### config.mk
export PLATFORM = sky130hd
export DESIGN_NAME = spec_ld_tracker
export DESIGN_NICKNAME = d
export VERILOG_FILES = /design/src/rtl/spec_ld_pkg.sv /design/src/rtl/sl_overlap.sv /design/src/rtl/sl_entry.sv /design/src/rtl/sl_victim.sv /design/src/rtl/spec_ld_tracker.sv
export SDC_FILE = /design/constraint.sdc
export NUM_CORES = 1
export LEC_CHECK = 0
export ABC_AREA = 1
export BUFFER_PORTS_ARGS = -buffer_cell sky130_fd_sc_hd__buf_4
export CORE_UTILIZATION = 55
export DETAILED_ROUTE_END_ITERATION = 12
export MAX_ROUTING_LAYER = met4
export PLACE_DENSITY = 0.83
export SLEW_MARGIN = 40
export SYNTH_ARGS = -nofsm -noshare
export SYNTH_HDL_FRONTEND = slang
export SYNTH_SLANG_ARGS = --single-unit
### constraint.sdc
create_clock -name clk -period 3.1 [get_ports clk]
set_clock_uncertainty 0.2 [all_clocks]
set_input_delay 0.155 -clock clk [delete_from_list [all_inputs] [get_ports clk]]
set_output_delay 0.155 -clock clk [all_outputs]
set_load 0.05 [all_outputs]
### src/rtl/spec_ld_pkg.sv
package spec_ld_pkg;
    typedef enum logic {
        ENT_FREE = 1'b0,
        ENT_LIVE = 1'b1
    } ent_state_e;
endpackage

### src/rtl/sl_overlap.sv
// Byte-range intersection of two naturally sized accesses, no wrap-around.
module sl_overlap #(
    parameter int ADDR_W = 16,
    parameter int SIZE_W = 2
) (
    input  logic [ADDR_W-1:0] a_base,
    input  logic [SIZE_W-1:0] a_size,
    input  logic [ADDR_W-1:0] b_base,
    input  logic [SIZE_W-1:0] b_size,
    output logic              hit
);
    localparam int EXT_W = ADDR_W + 1;

    logic [EXT_W-1:0] a_lo, a_hi, b_lo, b_hi;

    always_comb begin
        a_lo = {1'b0, a_base};
        b_lo = {1'b0, b_base};
        a_hi = a_lo + (EXT_W'(1) << a_size);
        b_hi = b_lo + (EXT_W'(1) << b_size);
        hit  = (a_lo < b_hi) && (b_lo < a_hi);
    end
endmodule

### src/rtl/sl_entry.sv
// One table slot: a two-state machine plus its recorded load.
module sl_entry
    import spec_ld_pkg::*;
#(
    parameter int TAG_W  = 5,
    parameter int ADDR_W = 16,
    parameter int SIZE_W = 2
) (
    input  logic              clk,
    input  logic              rst,
    input  logic              wr,
    input  logic              kill,
    input  logic [TAG_W-1:0]  wr_tag,
    input  logic [ADDR_W-1:0] wr_addr,
    input  logic [SIZE_W-1:0] wr_size,
    output logic              live,
    output logic [TAG_W-1:0]  tag_q,
    output logic [ADDR_W-1:0] addr_q,
    output logic [SIZE_W-1:0] size_q
);
    ent_state_e state, state_nx;

    // state register
    always_ff @(posedge clk) begin
        if (rst) state <= ENT_FREE;
        else     state <= state_nx;
    end

    // transitions: claim, refresh, snoop kill
    always_comb begin
        state_nx = state;
        unique case (state)
            ENT_FREE: if (wr) state_nx = ENT_LIVE;
            ENT_LIVE: begin
                if (wr)        state_nx = ENT_LIVE;
                else if (kill) state_nx = ENT_FREE;
            end
        endcase
    end

    // recorded load
    always_ff @(posedge clk) begin
        if (wr) begin
            tag_q  <= wr_tag;
            addr_q <= wr_addr;
            size_q <= wr_size;
        end
    end

    // outputs
    always_comb live = (state == ENT_LIVE);
endmodule

### src/rtl/sl_victim.sv
// Picks the slot an allocation writes: same tag, else lowest free, else round-robin.
module sl_victim #(
    parameter int ENTRIES = 8
) (
    input  logic               clk,
    input  logic               rst,
    input  logic               req,
    input  logic [ENTRIES-1:0] live,
    input  logic [ENTRIES-1:0] same,
    output logic [ENTRIES-1:0] wr_vec
);
    localparam int IDX_W = (ENTRIES > 1) ? $clog2(ENTRIES) : 1;

    logic [IDX_W-1:0] ptr_q;
    logic [IDX_W-1:0] pick;
    logic             found;
    logic             evict;

    always_comb begin
        wr_vec = '0;
        pick   = '0;
        found  = 1'b0;
        evict  = 1'b0;
        for (int i = ENTRIES - 1; i >= 0; i--) begin
            if (!live[i]) begin
                pick  = IDX_W'(i);
                found = 1'b1;
            end
        end
        if (req) begin
            if (|same)      wr_vec = same;
            else if (found) wr_vec[pick] = 1'b1;
            else begin
                wr_vec[ptr_q] = 1'b1;
                evict         = 1'b1;
            end
        end
    end

    always_ff @(posedge clk) begin
        if (rst)        ptr_q <= '0;
        else if (evict) ptr_q <= (ptr_q == IDX_W'(ENTRIES - 1)) ? '0 : ptr_q + 1'b1;
    end
endmodule

### src/rtl/spec_ld_tracker.sv
module spec_ld_tracker #(
    parameter int ENTRIES = 8,
    parameter int TAG_W   = 5,
    parameter int ADDR_W  = 16,
    parameter int SIZE_W  = 2
) (
    input  logic              clk,
    input  logic              rst,
    input  logic              alloc_vld,
    input  logic [TAG_W-1:0]  alloc_tag,
    input  logic [ADDR_W-1:0] alloc_addr,
    input  logic [SIZE_W-1:0] alloc_size,
    input  logic              st_vld,
    input  logic [ADDR_W-1:0] st_addr,
    input  logic [SIZE_W-1:0] st_size,
    input  logic              chk_vld,
    input  logic [TAG_W-1:0]  chk_tag,
    output logic              chk_done,
    output logic              chk_ok,
    output logic              chk_recover
);
    logic [ENTRIES-1:0] live_vec, kill_vec, wr_vec, match_vec, same_vec, ovl_vec;
    logic [TAG_W-1:0]   tag_q  [ENTRIES];
    logic [ADDR_W-1:0]  addr_q [ENTRIES];
    logic [SIZE_W-1:0]  size_q [ENTRIES];
    logic               hit;

    for (genvar g = 0; g < ENTRIES; g++) begin : g_slot
        sl_entry #(.TAG_W(TAG_W), .ADDR_W(ADDR_W), .SIZE_W(SIZE_W)) u_ent (
            .clk    (clk),
            .rst    (rst),
            .wr     (wr_vec[g]),
            .kill   (kill_vec[g]),
            .wr_tag (alloc_tag),
            .wr_addr(alloc_addr),
            .wr_size(alloc_size),
            .live   (live_vec[g]),
            .tag_q  (tag_q[g]),
            .addr_q (addr_q[g]),
            .size_q (size_q[g])
        );

        sl_overlap #(.ADDR_W(ADDR_W), .SIZE_W(SIZE_W)) u_ovl (
            .a_base(addr_q[g]),
            .a_size(size_q[g]),
            .b_base(st_addr),
            .b_size(st_size),
            .hit   (ovl_vec[g])
        );

        always_comb begin
            kill_vec[g]  = st_vld && live_vec[g] && ovl_vec[g];
            match_vec[g] = live_vec[g] && (tag_q[g] == chk_tag);
            same_vec[g]  = live_vec[g] && (tag_q[g] == alloc_tag);
        end
    end

    sl_victim #(.ENTRIES(ENTRIES)) u_victim (
        .clk   (clk),
        .rst   (rst),
        .req   (alloc_vld),
        .live  (live_vec),
        .same  (same_vec),
        .wr_vec(wr_vec)
    );

    // a same-cycle store invalidation is visible to the check
    always_comb hit = |(match_vec & ~kill_vec);

    always_ff @(posedge clk) begin
        if (rst) begin
            chk_done    <= 1'b0;
            chk_ok      <= 1'b0;
            chk_recover <= 1'b0;
        end else begin
            chk_done    <= chk_vld;
            chk_ok      <= chk_vld && hit;
            chk_recover <= chk_vld && !hit;
        end
    end
endmodule

# Word level (Yosys, flattened, before mapping)
# Cells that the tools add are included.
# W data, S select, Z words.
dict set report word_totals {
  register_bits 198
  input_bits 51
  wordCells 208
}
dict set report classes {
  n_addsub 10
  magnitude_cmp 20
  eq_ne 17
  shift 9
  n_mux 59
  bitwise 10
  reduce_logical 47
}
# operator n
set ops {}
lappend ops {{$lt A16 B17 Y1} 16}
lappend ops {{$add A16 B17 Y17} 9}
lappend ops {{$shl A1 B2 Y17 const A} 9}
lappend ops {{$eq A5 B5 Y1} 16}
lappend ops {{$logic_and A1 B1 Y1} 44}
lappend ops {{$mux W1} 37}
lappend ops {{$mux W3} 9}
lappend ops {{$mux W8} 3}
lappend ops {{$pmux W1 S2} 8}
lappend ops {{$reduce_or A8 Y1} 2}
lappend ops {{$and A8 B8 Y8} 1}
lappend ops {{$lt A3 B4 Y1 const B} 2}
lappend ops {{$not A1 Y1} 8}
lappend ops {{$not A8 Y8} 1}
lappend ops {{$demux W1 S3} 2}
lappend ops {{$ge A3 B1 Y1 const B} 2}
lappend ops {{$add A3 B1 Y3 const B} 1}
lappend ops {{$eq A3 B3 Y1 const B} 1}
lappend ops {{$logic_not A1 Y1} 1}

# Longest topological paths before layout
# Gate-level depths: netlist (run 1).
dict set report logic_depth {
  depth_word 17
  ltp_mapped 25
  mapped_depth_nobuf 25
}

# Modules after synthesis
# A second synthesis (run 1) with hierarchy kept.
dict set report hier_totals {
  hier_cells 2547
  area_unflattened_um2 20350.8
}
# mod n_inst cells_per_inst area_each_um2 seq_area_each_um2
set by_module_without_submodules {}
lappend by_module_without_submodules {{sl_overlap at g_slot[2].u_ovl ...} 4 239 1550.2 0.0}
lappend by_module_without_submodules {sl_entry 8 28 730.7 710.7}
lappend by_module_without_submodules {{sl_overlap at g_slot[0].u_ovl ...} 3 243 1574.0 0.0}
lappend by_module_without_submodules {{sl_overlap at g_slot[4].u_ovl} 1 247 1595.3 0.0}
lappend by_module_without_submodules {spec_ld_tracker 1 293 1405.1 60.1}
lappend by_module_without_submodules {sl_victim 1 98 581.8 60.1}

# Least setup slack after synthesis (run 1)
# No wires, ideal clock.
dict set report synth_path {
  path_type {register -> register}
  start {reg g_slot[4].u_ent.size_q[1]}
  end {reg chk_recover}
  arrival_ns 2.920
  slack_ns -0.134
  path_stages_with_launch 25
  path_buffers 0
  period_less_slack_ns 3.234
  path_cell_list {edfxtp_1 > inv_1 > nor2_1 > ha_1 > nand3_1 > nand3_1 > nand2_1 > a21boi_1 > nand2_1 > nor2_1 > nand2_1 > nor2_1 > a31oi_1 > or2_1 > ha_1 > inv_1 > o31a_1 > nand2_1 > nand2_1 > nand3_1 > nand2_1 > nand2_1 > nor2_2 > nand2_1 > nor2_1}
}
dict set report synth_between {
  elab_chain_len 10
}
# element line_no
set synth_lines {}
lappend synth_lines {{start: declaration} sl_entry.sv:19} ;# output logic [SIZE_W-1:0] size_q
lappend synth_lines {{start signal: assignment} sl_entry.sv:46} ;# size_q <= wr_size;
lappend synth_lines {{$shl A1 B2 Y17} sl_overlap.sv:19} ;# a_hi = a_lo + (EXT_W'(1) << a_size);
lappend synth_lines {{$add A16 B17 Y17} sl_overlap.sv:19}
lappend synth_lines {{$lt A16 B17 Y1} sl_overlap.sv:21} ;# hit = (a_lo < b_hi) && (b_lo < a_hi);
lappend synth_lines {{$logic_and A1 B1 Y1} sl_overlap.sv:21}
lappend synth_lines {{$logic_and A1 B1 Y1} spec_ld_tracker.sv:52} ;# kill_vec[g] = st_vld && live_vec[g] && ovl_vec[g];
lappend synth_lines {{$not A8 Y8} spec_ld_tracker.sv:68} ;# always_comb hit = |(match_vec & ~kill_vec);
lappend synth_lines {{$and A8 B8 Y8} spec_ld_tracker.sv:68}
lappend synth_lines {{$reduce_or A8 Y1} spec_ld_tracker.sv:68}
lappend synth_lines {{$logic_not A1 Y1} spec_ld_tracker.sv:78} ;# chk_recover <= chk_vld && !hit;
lappend synth_lines {{$logic_and A1 B1 Y1} spec_ld_tracker.sv:78}
lappend synth_lines {{end signal: assignment} spec_ld_tracker.sv:78}
lappend synth_lines {{end: declaration} spec_ld_tracker.sv:20} ;# output logic chk_recover
# Every way passes these cells.
# A chain may end at the register's enable or synchronous reset.

# Final worst setup path (run 1)
dict set report layout_path {
  start {reg g_slot[7].u_ent.size_q[1]}
  end {reg chk_recover}
}
dict set report layout_between {
  elab_chain_len 10
}
# element line_no
set layout_lines {}
lappend layout_lines {{start: declaration} sl_entry.sv:19}
lappend layout_lines {{start signal: assignment} sl_entry.sv:46}
lappend layout_lines {{$shl A1 B2 Y17} sl_overlap.sv:19}
lappend layout_lines {{$add A16 B17 Y17} sl_overlap.sv:19}
lappend layout_lines {{$lt A16 B17 Y1} sl_overlap.sv:21}
lappend layout_lines {{$logic_and A1 B1 Y1} sl_overlap.sv:21}
lappend layout_lines {{$logic_and A1 B1 Y1} spec_ld_tracker.sv:52}
lappend layout_lines {{$not A8 Y8} spec_ld_tracker.sv:68}
lappend layout_lines {{$and A8 B8 Y8} spec_ld_tracker.sv:68}
lappend layout_lines {{$reduce_or A8 Y1} spec_ld_tracker.sv:68}
lappend layout_lines {{$logic_not A1 Y1} spec_ld_tracker.sv:78}
lappend layout_lines {{$logic_and A1 B1 Y1} spec_ld_tracker.sv:78}
# Every way passes these cells.

==> results.md, run 1 <==
- Status: finished, violations left
- Failing checks: setup timing
- Routed Wire Length: 49.9 mm
- HPWL Detailed: around 38 mm
- Mapped Cells: 2025
- Worst-path clk slew: ~0.08 ns
- Flops & latches, synth: between 150 and 200
- PortBufs: 53
- Asr flop ratio synth: 0
- Worst-skew pair later-pin latency: 0.46 ns
- Post-synth top flop: edfxtp_1
- Num CTS Buffers: 17
- Netlist Area Pre-Place: 16800 um2
- RSZ-0062 raised after global routing: true
- Final hold violation count: 0
- First drt pass iteration count: 7
- Setup WS post-layout: -0.497 ns
- H-tree depth: 4
- Worst path required time: 3.30 ns
- VDD IR max: roughly 0.38 mV
- Antenna cells: 0
- GRT Overall Usage: 0.326
- Final setup TNS: -2.74 ns
- Routability cong.: 0.951
- Worst EP arrival: 3.79 ns
- Synth cell types: 48
- Final ANT Viol Nets: 0
- First-pass GRT wire length: 76.9 mm
- Final setup violating endpoints: 10
- Layout Nets: 2652
- Core footprint: 29900 um2
- Crit path max fanout: 4
- Die span in y: ~180 um
- Period utilization: 1.16
- Largest net degree at the start of global routing: 24
- PwrDens: 327 nW/um2
- Initial antenna violation count: 0
- Startpoint Class: register
- Row cnt: between 60 and 70
- Syn_nets: 2363
- Worst Tran Pin Value: 0.684 ns
- Mean area per synthesized cell: 8.32 um2
- Sink Count: 198
- Die W: roughly 180 um
- Vias in the first global route: 15800
- Yosys warnings: 0
- Maxcap violations: 0
- Endpoint class of the critical path: register
- # IOs: 54
- Share of cells above drive strength 1: 0.199
- 1st-iter DRT viols: 1348
- Worst hold path type: in2reg
- Residual DRC count: 0
- P&R area growth vs syn: 23.6%
- Starting density of the core: 0.564
- Final Max Tran Viols: 0
- Crit path kind: reg2reg
- Clock buffer depth: 2
- Post-synth EDFFs: 184
- Power, Total: 6.82 mW
- Flop-to-flop setup slack: -0.50 ns
- CTS Root Cell: clkbuf_16
- Fmax: 278 MHz
- DR vias: approximately 16000
- Filler Cells Inserted: 2098
- Vias/cell: 5.83
- Rel. slew slack: 0.543
- Routed len/inst: 18.4 um
- Gr ovfl total: 0
- Leakage: 9.83 nW
- Post-synthesis sequential area ratio: 0.345
- CTS tree: yes
- Minimum clock period: approximately 3.6 ns
- Die Area: approximately 31000 um2
==> cell usage after synthesis, types with 7 or more instances <==
master     count  area, um2
nand3_1      130        651
o2111ai_1      8       70.1
a21o_1        21        158
o21ai_0       19       95.1
or2_2          7       43.8
nand4_1       27        169
xnor2_1       53        464
a21oi_1      119        596
nor2_1       177        664
inv_1        262        983
o22ai_1       19        119
edfxtp_1     184       5530
o21bai_1       7       52.6
dfxtp_1       14        280
fa_1           9        180
ha_1         278       3480
xor2_1        83        727
nor4_1         9       56.3
nand2_1      481       1810
nor3_1        54        270
==> placed cells by master (no fill, tap or decap), types with 8 or more instances in the layout <==
cell type / instances
a21o_1: 21
a21oi_1: 107
a21oi_2: 10
buf_4: 247
clkbuf_16: 17
dfxtp_1: 14
dlygate4sd3_1: 26
edfxtp_1: 184
fa_1: 9
ha_1: 268
inv_1: 253
inv_2: 14
nand2_1: 444
nand2_2: 30
nand2_4: 8
nand3_1: 96
nand3_2: 31
nand4_1: 27
nor2_1: 155
nor2_2: 22
nor3_1: 40
nor3_2: 11
o2111ai_1: 8
o21ai_0: 17
o22ai_1: 19
xnor2_1: 52
xor2_1: 81
==> through the flow <==
step | cell area, um2 | cells | setup slack, ns | hold WS (ns) | util
floorplan | 16900 | 2025 | -0.0530 | 0.0241 | -
global placement | 19000 | 2623 | -0.656 | 0.236 | 0.637
detailed placement | 19000 | 2623 | -0.822 | 0.240 | 0.637
CTS | 20500 | 2710 | -0.334 | 0.0733 | 0.685
global route | 20800 | 2717 | -0.669 | 0.115 | 0.697
finish | 20800 | 2717 | -0.497 | 0.0843 | 0.697
==> critical path, stage by stage (launching register included) <==
cell	delay [ns]
edfxtp_1	0.47
inv_2	0.09
nor2_2	0.05
ha_4	0.31
nand3_4	0.09
nand3_4	0.08
nand2_4	0.06
a21boi_4	0.21
nand2_2	0.12
nor4_4	0.33
buf_4	0.18
a21o_1	0.10
nand2_1	0.05
ha_1	0.28
inv_2	0.08
nor3_2	0.05
nor3_2	0.16
nand2_2	0.09
nand2_2	0.08
nand3_2	0.09
nand2_1	0.06
nand2_1	0.05
nor2_2	0.11
nand2_1	0.06
nor2_1	0.08
==> worst paths after layout <==
| path | start | end | cells past startpoint |
|---|---|---|---|
| setup reg to reg | g_slot[7].u_ent.size_q[1]$_DFFE_PP_ | chk_recover$_SDFF_PP0_ | 24 |
| hold / removal | st_vld | g_slot[7].u_ent.live$_SDFF_PP0_ | 6 |
| setup / recovery | g_slot[7].u_ent.size_q[1]$_DFFE_PP_ | chk_recover$_SDFF_PP0_ | 24 |
| hold reg to reg | g_slot[4].u_ent.live$_SDFF_PP0_ | g_slot[4].u_ent.live$_SDFF_PP0_ | 2 |
==> state kept, by name, indices dropped and copies added, names as in the netlist <==
register,count
g_slot.u_ent.tag_q,40
chk_done,1
chk_recover,1
chk_ok,1
u_victim.ptr_q,3
g_slot.u_ent.size_q,16
g_slot.u_ent.addr_q,128
g_slot.u_ent.live,8
==> kinds of logic (layout without fill, tap and decap cells) <==
logic type	after synthesis	count (layout)	synth area share
AND/OR/NAND/NOR	902	902	0.226
adder cells (fa/ha/maj)	287	287	0.217
buffers and inverters	283	585	0.0647
AO/OA/AOI/OAI	219	219	0.0769
flip-flops	198	198	0.345
XOR/XNOR	136	136	0.0707
==> area by class of cell <==
type | count | area, um2 | area share
inverters | 269 | 1010 | 0.0485
flip-flops and latches | 198 | 5810 | 0.279
clock inverters | 15 | 119 | 0.00571
clock buffers | 17 | 425 | 0.0204
well taps | 390 | 488 | 0.0234
repair buffers | 284 | 2290 | 0.110
multi-input cells | 1544 | 10700 | 0.513
==> where the power goes <==
group / total [mW] / internal [mW] / switching (mW)
clock: 2.13 / 1.04 / 1.09
combinational: 1.60 / 0.642 / 0.960
sequential: 3.08 / 3.01 / 0.0780
==> per-layer routing <==
layer | wire (um) | vias up | GRT usage
li1 | - | 7428 | -
met1 | 20300 | 7505 | 0.407
met2 | 24000 | 753 | 0.543
met3 | 3930 | 164 | 0.0339
met4 | 1720 | 0 | 0.127
met5 | 0 | - | -
==> repair_timing <==
action                                  4_1_cts  5_1_grt
endpoints found under the setup margin       10       51
resized for setup                           105       70
hold buffers                                 26        0
hold endpoints to repair                    198        0
pin swaps                                    73       74
buffers inserted                             29        7
Note: power is estimated with default switching activity, not from simulation.
==> inputs of run 2 (changes only) <==
--- a/config.mk
+++ b/config.mk
@@ -6,7 +6,9 @@
 export NUM_CORES = 1
 export LEC_CHECK = 0
 export ABC_AREA = 1
+export ABC_CLOCK_PERIOD_IN_PS = 3100
 export BUFFER_PORTS_ARGS = -buffer_cell sky130_fd_sc_hd__buf_4
+export CORE_MARGIN = 5
 export CORE_UTILIZATION = 55
 export DETAILED_ROUTE_END_ITERATION = 12
 export MAX_ROUTING_LAYER = met4
==> results.md, run 2 (synthesis results as in run 1) <==
- GRT Overall Usage: 0.285 (-0.0415)
- R2R cell count: 21 (-13%)
- Row cnt: 64 (+1.6%)
- Starting density of the core: 0.554 (-0.0103)
- Layout Nets: 2636 (-0.60%)
- Num CTS Buffers: 17 (unchanged)
- Rel. slew slack: 0.610 (+0.0669)
- CP Cell Sequence: buf_4 -> nor2_2 -> ha_2 -> fa_2 -> nand2_1 -> nand3_2 -> nand3_2 -> or2_2 -> nor2_2 -> xor2_1 -> ha_1 -> a21o_1 -> a21oi_1 -> nor2_1 -> nor2_1 -> nand3_2 -> nand2_1 -> nand2_1 -> nor2_2 -> nand2_1 -> nor2_1
- Initial antenna violation count: 0 (unchanged)
- Final hold violation count: 0 (unchanged)
- Most frequent cells in the layout: nand2_1 (440), ha_1 (271), inv_1 (255)
- # IOs: 54 (unchanged)
- Worst-skew pair later-pin latency: 0.45 ns (about the same)
- Largest net degree at the start of global routing: 24 (unchanged)
- Crit path max fanout: 3 (-1)
- Vias in the first global route: 15800 (+0.34%)
- Max FFs per register: 128 (unchanged)
- Biggest register: g_slot.u_ent.addr_q
- Multi-input logic area: 10600 um2 (-0.47%)
- Filler Cells Inserted: 2251 (+7.3%)
- Die Area: 34200 um2 (+9.2%)
- Post-Place Cells: 2617 (-0.23%)
- Status: finished, violations left
- Commonest non-fill, non-tap cell in the layout: nand2_1
- Worst Tran Pin Value: 0.579 ns (-0.105 ns)
- Maxcap violations: 0 (unchanged)
- Post-Layout Cell Count: 2707 (-0.37%)
- Core footprint: 30400 um2 (+1.9%)
- Residual DRC count: 0 (unchanged)
- Gr ovfl total: 0 (unchanged)
- Final ANT Viol Nets: 0 (unchanged)
- Leakage: 9.71 nW (-1.2%)
- Area occupied by registers: 5810 um2 (unchanged)
- Period utilization: 1.16 (-0.00187)
- CTS tree: yes
- PwrDens: 327 nW/um2 (-0.12%)
- Family with the most delay on the worst path: simple AND/OR/NAND/NOR gates
- CP max stage cell: edfxtp_1
- Max incr delay on CP: 0.43 ns (-0.04 ns)
- Routed Wire Length: 48.2 mm (-3.5%)
- Worst EP arrival: 3.78 ns (about the same)
- Vias/cell: 5.81 (-0.38%)
- Post-Route Utilization: 0.679 (-0.0183)
- First-pass GRT wire length: 75.3 mm (-2.1%)
- Final Max Tran Viols: 0 (unchanged)
- PortBufs: 53 (unchanged)
- Routability cong.: 1.03 (+8.4%)
- Buffers & Inverters on Critical Path: 1 (-2)
- Final setup violating endpoints: 10 (unchanged)
- Worst hold path type: in2reg
- Die span in y: 185 um (+4.5%)
- H-tree depth: 4 (unchanged)
- Fin Hold WS: 0.0611 ns (-0.0232 ns)
- Largest regs: g_slot.u_ent.addr_q x128, g_slot.u_ent.tag_q x40, g_slot.u_ent.size_q x16
- Hold path startpoint: st_vld
- Dpl ws: -0.661 ns (+0.161 ns)
- Min-Delay Endpoint: g_slot[4].u_ent.live$_SDFF_PP0_
- Clock buffer depth: 2 (unchanged)
- DR vias: 15700 (-0.75%)
- 1st-iter DRT viols: 1428 (+5.9%)
- Share of cells above drive strength 1: 0.196 (-0.00295)
- CTS Root Cell: clkbuf_16
- HPWL Detailed: 36.9 mm (-2.5%)
- Worst path required time: 3.29 ns (about the same)
- Minimum clock period: 3.59 ns (-0.00581 ns)
- Fmax: 278 MHz (+0.16%)
- P&R area growth vs syn: 22.6%
- FF-to-FF Start: g_slot[7].u_ent.size_q[1]$_DFFE_PP_
- Routed len/inst: 17.8 um (-3.1%)
- Worst Setup SP: g_slot[7].u_ent.size_q[1]$_DFFE_PP_
- Setup WS post-layout: -0.491 ns (+0.00581 ns)
- RSZ-0062 raised after global routing: true
- Failing checks: setup timing
- VDD IR max: 0.343 mV (-11%)
- Endpoint class of the critical path: register
- Crit Reg-Reg Endpoint: chk_recover$_SDFF_PP0_
- Startpoint Class: register
- Antenna cells: 0 (unchanged)
- Sink Count: 198 (unchanged)
- First drt pass iteration count: 8 (+1)
- Most frequent CP cell: nand2_1
- Hold Path Stages: 6 (unchanged)
- Die W: 185 um (+4.5%)
- Crit path kind: reg2reg
- Flop-to-flop setup slack: -0.49 ns (about the same)
- Worst-path clk slew: 0.07 ns (about the same)
## run 2: cell types whose count changed in the layout (fill, tap and decap cells not counted), sizes merged
cell / before / now
buf: 258 / 242
clkinvlp: 3 / 5
bufinv: 0 / 1
clkbuf: 17 / 19
clkinv: 7 / 9
inv: 274 / 267
## run 2: timing repair
action                     in CTS  in global routing
hold buffers                   26                  0
setup endpoints to repair      10                 45
cloned                          0                  0
hold endpoints to repair      198                  0
buffers inserted               20                 13
gates resized for setup        67                105
pin swaps                      52                 74
## run 2: worst min-delay path, cell delays in order
cell and delay (ns):
buf_4 0.16, nand3_1 0.09, nor2_1 0.05, nand3_2 0.07
nand2_1 0.05, a21oi_1 0.11
## run 2: power by group
group          leakage [nW]  total, mW  switching, mW  internal (mW)
sequential             1.79       3.08         0.0752           3.01
clock                 0.248       2.11           1.01           1.10
combinational          7.68       1.56          0.933          0.626
total                  9.71       6.75           2.02           4.73
## run 2: how the worst max path moves through the flow
stage                                        end  depth (start not counted)  slack [ns]
after floorplan           chk_recover$_SDFF_PP0_                         24       -0.05
after global routing      chk_recover$_SDFF_PP0_                         24       -0.73
after detailed placement       chk_ok$_SDFF_PP0_                         24       -0.66
after global placement    chk_recover$_SDFF_PP0_                         25       -0.58
after CTS                 chk_recover$_SDFF_PP0_                         23       -0.43
final                     chk_recover$_SDFF_PP0_                         21       -0.49
## run 2: layout make-up
type	instances	area share
Timing Repair Buffer	268	0.105
Clock buffer	19	0.0210
Tap cell	396	0.0240
Inverter	269	0.0489
Clock inverter	13	0.00533
Multi-Input combinational cell	1544	0.515
Sequential cell	198	0.281
## run 2: routing by layer
layer	GRT usage	part of all wire
met1	0.350	0.40
met4	0.110	0.036
met3	0.0418	0.080
met2	0.476	0.48
met5	-	0
## run 2: per-stage QoR
step	TNS [ns]	power, mW	area (um2)
global placement	-3.87	4.47	19000
global route	-4.40	7.06	20700
finish	-2.33	6.75	20700
CTS	-1.79	6.69	20200
detailed placement	-4.68	4.56	19000
floorplan	-0.0971	3.98	16900
==> inputs of run 3 (changes only) <==
--- a/config.mk
+++ b/config.mk
@@ -8,6 +8,7 @@
 export ABC_AREA = 1
 export ABC_CLOCK_PERIOD_IN_PS = 3100
 export BUFFER_PORTS_ARGS = -buffer_cell sky130_fd_sc_hd__buf_4
+export CORE_ASPECT_RATIO = 1.4
 export CORE_MARGIN = 5
 export CORE_UTILIZATION = 55
 export DETAILED_ROUTE_END_ITERATION = 12
==> results.md, run 3 (synthesis results as in run 1) <==
- Status: finished, violations left
- Failing checks: setup timing
- Die span in y: 217 um (+17%)
- PortBufs: 53 (unchanged)
- Die Area: 34300 um2 (+0.15%)
- # IOs: 54 (unchanged)
- DR vias: 15800 (+0.37%)
- First-pass GRT wire length: 77.8 mm (+3.4%)
- Final Max Tran Viols: 0 (unchanged)
- Vias/cell: 5.85 (+0.63%)
- Final ANT Viol Nets: 0 (unchanged)
- Antenna cells: 0 (unchanged)
- Initial antenna violation count: 0 (unchanged)
- Row cnt: 75 (+17%)
- PwrDens: 332 nW/um2 (+1.7%)
- Core footprint: 30100 um2 (-1.0%)
- HPWL Detailed: 37.9 mm (+2.9%)
- Commonest non-fill, non-tap cell in the layout: nand2_1
- Layout Nets: 2640 (+0.15%)
- Flop-to-flop setup slack: -0.65 ns (-0.16 ns)
- Die W: 158 um (-15%)
- GRT Overall Usage: 0.295 (+0.0105)
- Rel. slew slack: 0.543 (-0.0673)
- Sink Count: 198 (unchanged)
- Final Cell Area: 20900 um2 (+1.2%)
- Endpoint class of the critical path: register
- Leakage: 9.80 nW (+0.86%)
- Worst path required time: 3.29 ns (about the same)
- RSZ-0062 raised after global routing: true
- Residual DRC count: 0 (unchanged)
- FF-to-FF Start: g_slot[5].u_ent.size_q[1]$_DFFE_PP_
- Final hold violation count: 0 (unchanged)
- R2R cell count: 22 (+4.8%)
- Starting density of the core: 0.559 (+0.00564)
- Power, Total: 6.95 mW (+2.9%)
- 1st-iter DRT viols: 1170 (-18%)
- Gr ovfl total: 0 (unchanged)
- Filler Cells Inserted: 2104 (-6.5%)
- Worst-skew pair later-pin latency: 0.46 ns (about the same)
- Vias in the first global route: 16100 (+2.0%)
- Share of cells above drive strength 1: 0.206 (+0.00916)
- Routed Wire Length: 51.4 mm (+6.6%)
- Clock buffer depth: 2 (unchanged)
- Routed len/inst: 19.0 um (+6.8%)
- Area after DPL: 18900 um2 (about the same)
- P&R area growth vs syn: 24.0%
- Maxcap violations: 0 (unchanged)
- Worst Tran Pin Value: 0.685 ns (+0.106 ns)
- Setup WS post-layout: -0.654 ns (-0.162 ns)
- VDD IR max: 0.442 mV (+29%)
- Crit path max fanout: 4 (+1)
- Startpoint Class: register
- Min-Delay Endpoint: g_slot[3].u_ent.live$_SDFF_PP0_
- Worst EP arrival: 3.95 ns (+0.17 ns)
- Minimum clock period: 3.75 ns (+0.162 ns)
- Biggest register: g_slot.u_ent.addr_q
- CTS Root Cell: clkbuf_16
- H-tree depth: 4 (unchanged)
- Num CTS Buffers: 17 (unchanged)
- CTS tree: yes
- Most frequent cells in the layout: nand2_1 (440), ha_1 (264), inv_1 (252)
- Worst-path clk slew: 0.08 ns (about the same)
- Final setup violating endpoints: 10 (unchanged)
- First drt pass iteration count: 7 (-1)
- Period utilization: 1.21 (+0.0524)
- Hold path startpoint: st_vld
- Largest regs: g_slot.u_ent.addr_q x128, g_slot.u_ent.tag_q x40, g_slot.u_ent.size_q x16
- Largest net degree at the start of global routing: 24 (unchanged)
- Routability cong.: 0.949 (-8.0%)
- Crit Reg-Reg Endpoint: chk_recover$_SDFF_PP0_
- Hold Path Stages: 6 (unchanged)
- Fmax: 266 MHz (-4.3%)
- Crit path kind: reg2reg
- Worst hold path type: in2reg
- Max FFs per register: 128 (unchanged)
[run 3: cell count changes in the layout (fill, tap and decap cells not counted), moves of 4 or more]
cell / change
ha_1: -7
a21oi_1: -6
nor2_2: -6
a21oi_2: +4
ha_4: +4
inv_6: +4
nand3_1: -4
[run 3: report_power, final]
| group | switching, mW | total, mW | leakage (nW) | internal [mW] |
|---|---|---|---|---|
| sequential | 0.0786 | 3.08 | 1.79 | 3.01 |
| combinational | 0.972 | 1.62 | 7.73 | 0.653 |
| clock | 1.04 | 2.24 | 0.275 | 1.19 |
[run 3: worst max path at each step]
| stage | start | end | cells after the start |
|---|---|---|---|
| global route | g_slot[5].u_ent.size_q[1]$_DFFE_PP_ | chk_recover$_SDFF_PP0_ | 24 |
| CTS | g_slot[5].u_ent.size_q[1]$_DFFE_PP_ | chk_recover$_SDFF_PP0_ | 25 |
| floorplan | g_slot[4].u_ent.size_q[1]$_DFFE_PP_ | chk_recover$_SDFF_PP0_ | 24 |
| detailed placement | st_size[1] | chk_recover$_SDFF_PP0_ | 23 |
| global placement | st_size[1] | chk_ok$_SDFF_PP0_ | 23 |
| finish | g_slot[5].u_ent.size_q[1]$_DFFE_PP_ | chk_recover$_SDFF_PP0_ | 22 |
[run 3: layout make-up]
type	count	area (um2)	area share
inverter	269	1010	0.0485
sequential	198	5810	0.278
clock buffer	18	429	0.0205
tap	385	482	0.0230
multi-input combinational	1544	10800	0.517
timing repair buffer	272	2230	0.107
clock inverter	14	146	0.00700
[run 3: timing repair]
item                                   in CTS  in global routing
gates resized for setup                    99                105
setup endpoints to repair                  10                100
endpoints found under the hold margin     198                  0
hold buffers                               26                  0
setup buffers                              29                 15
pin swaps                                  71                 92
[run 3: routing by layer]
metal,track usage,wire (um),vias to the layer above
met2,0.522,25700,766
met5,-,0,-
met1,0.295,17800,7268
li1,-,-,7398
met3,0.0378,2890,357
met4,0.210,4940,0
[run 3: through the flow]
stage / setup slack (ns) / utilization / instances / setup TNS (ns) / hold WS (ns)
finish: -0.654 / 0.694 / 2700 / -2.91 / 0.0592
global route: -0.832 / 0.694 / 2700 / -4.90 / 0.0783
CTS: -0.437 / 0.676 / 2687 / -1.91 / 0.0342
detailed placement: -0.931 / 0.629 / 2602 / -6.84 / 0.224
global placement: -0.721 / 0.629 / 2602 / -5.14 / 0.226
floorplan: -0.0530 / - / 2025 / -0.0971 / 0.0241
[run 3: worst max-delay path: stages (launching register included)]
cell	delay, ns
edfxtp_1	0.41
nor2_1	0.07
ha_2	0.19
fa_1	0.38
nand2_1	0.08
nand3_1	0.07
nand2_1	0.10
inv_1	0.07
buf_4	0.14
nand4_1	0.09
xor2_1	0.21
ha_1	0.29
a21oi_1	0.41
nor3_4	0.09
nor3_2	0.21
nand2_1	0.10
nand2_1	0.08
nand3_2	0.09
nand2_2	0.08
nand2_4	0.07
nor2_4	0.10
nand2_1	0.06
nor2_1	0.10
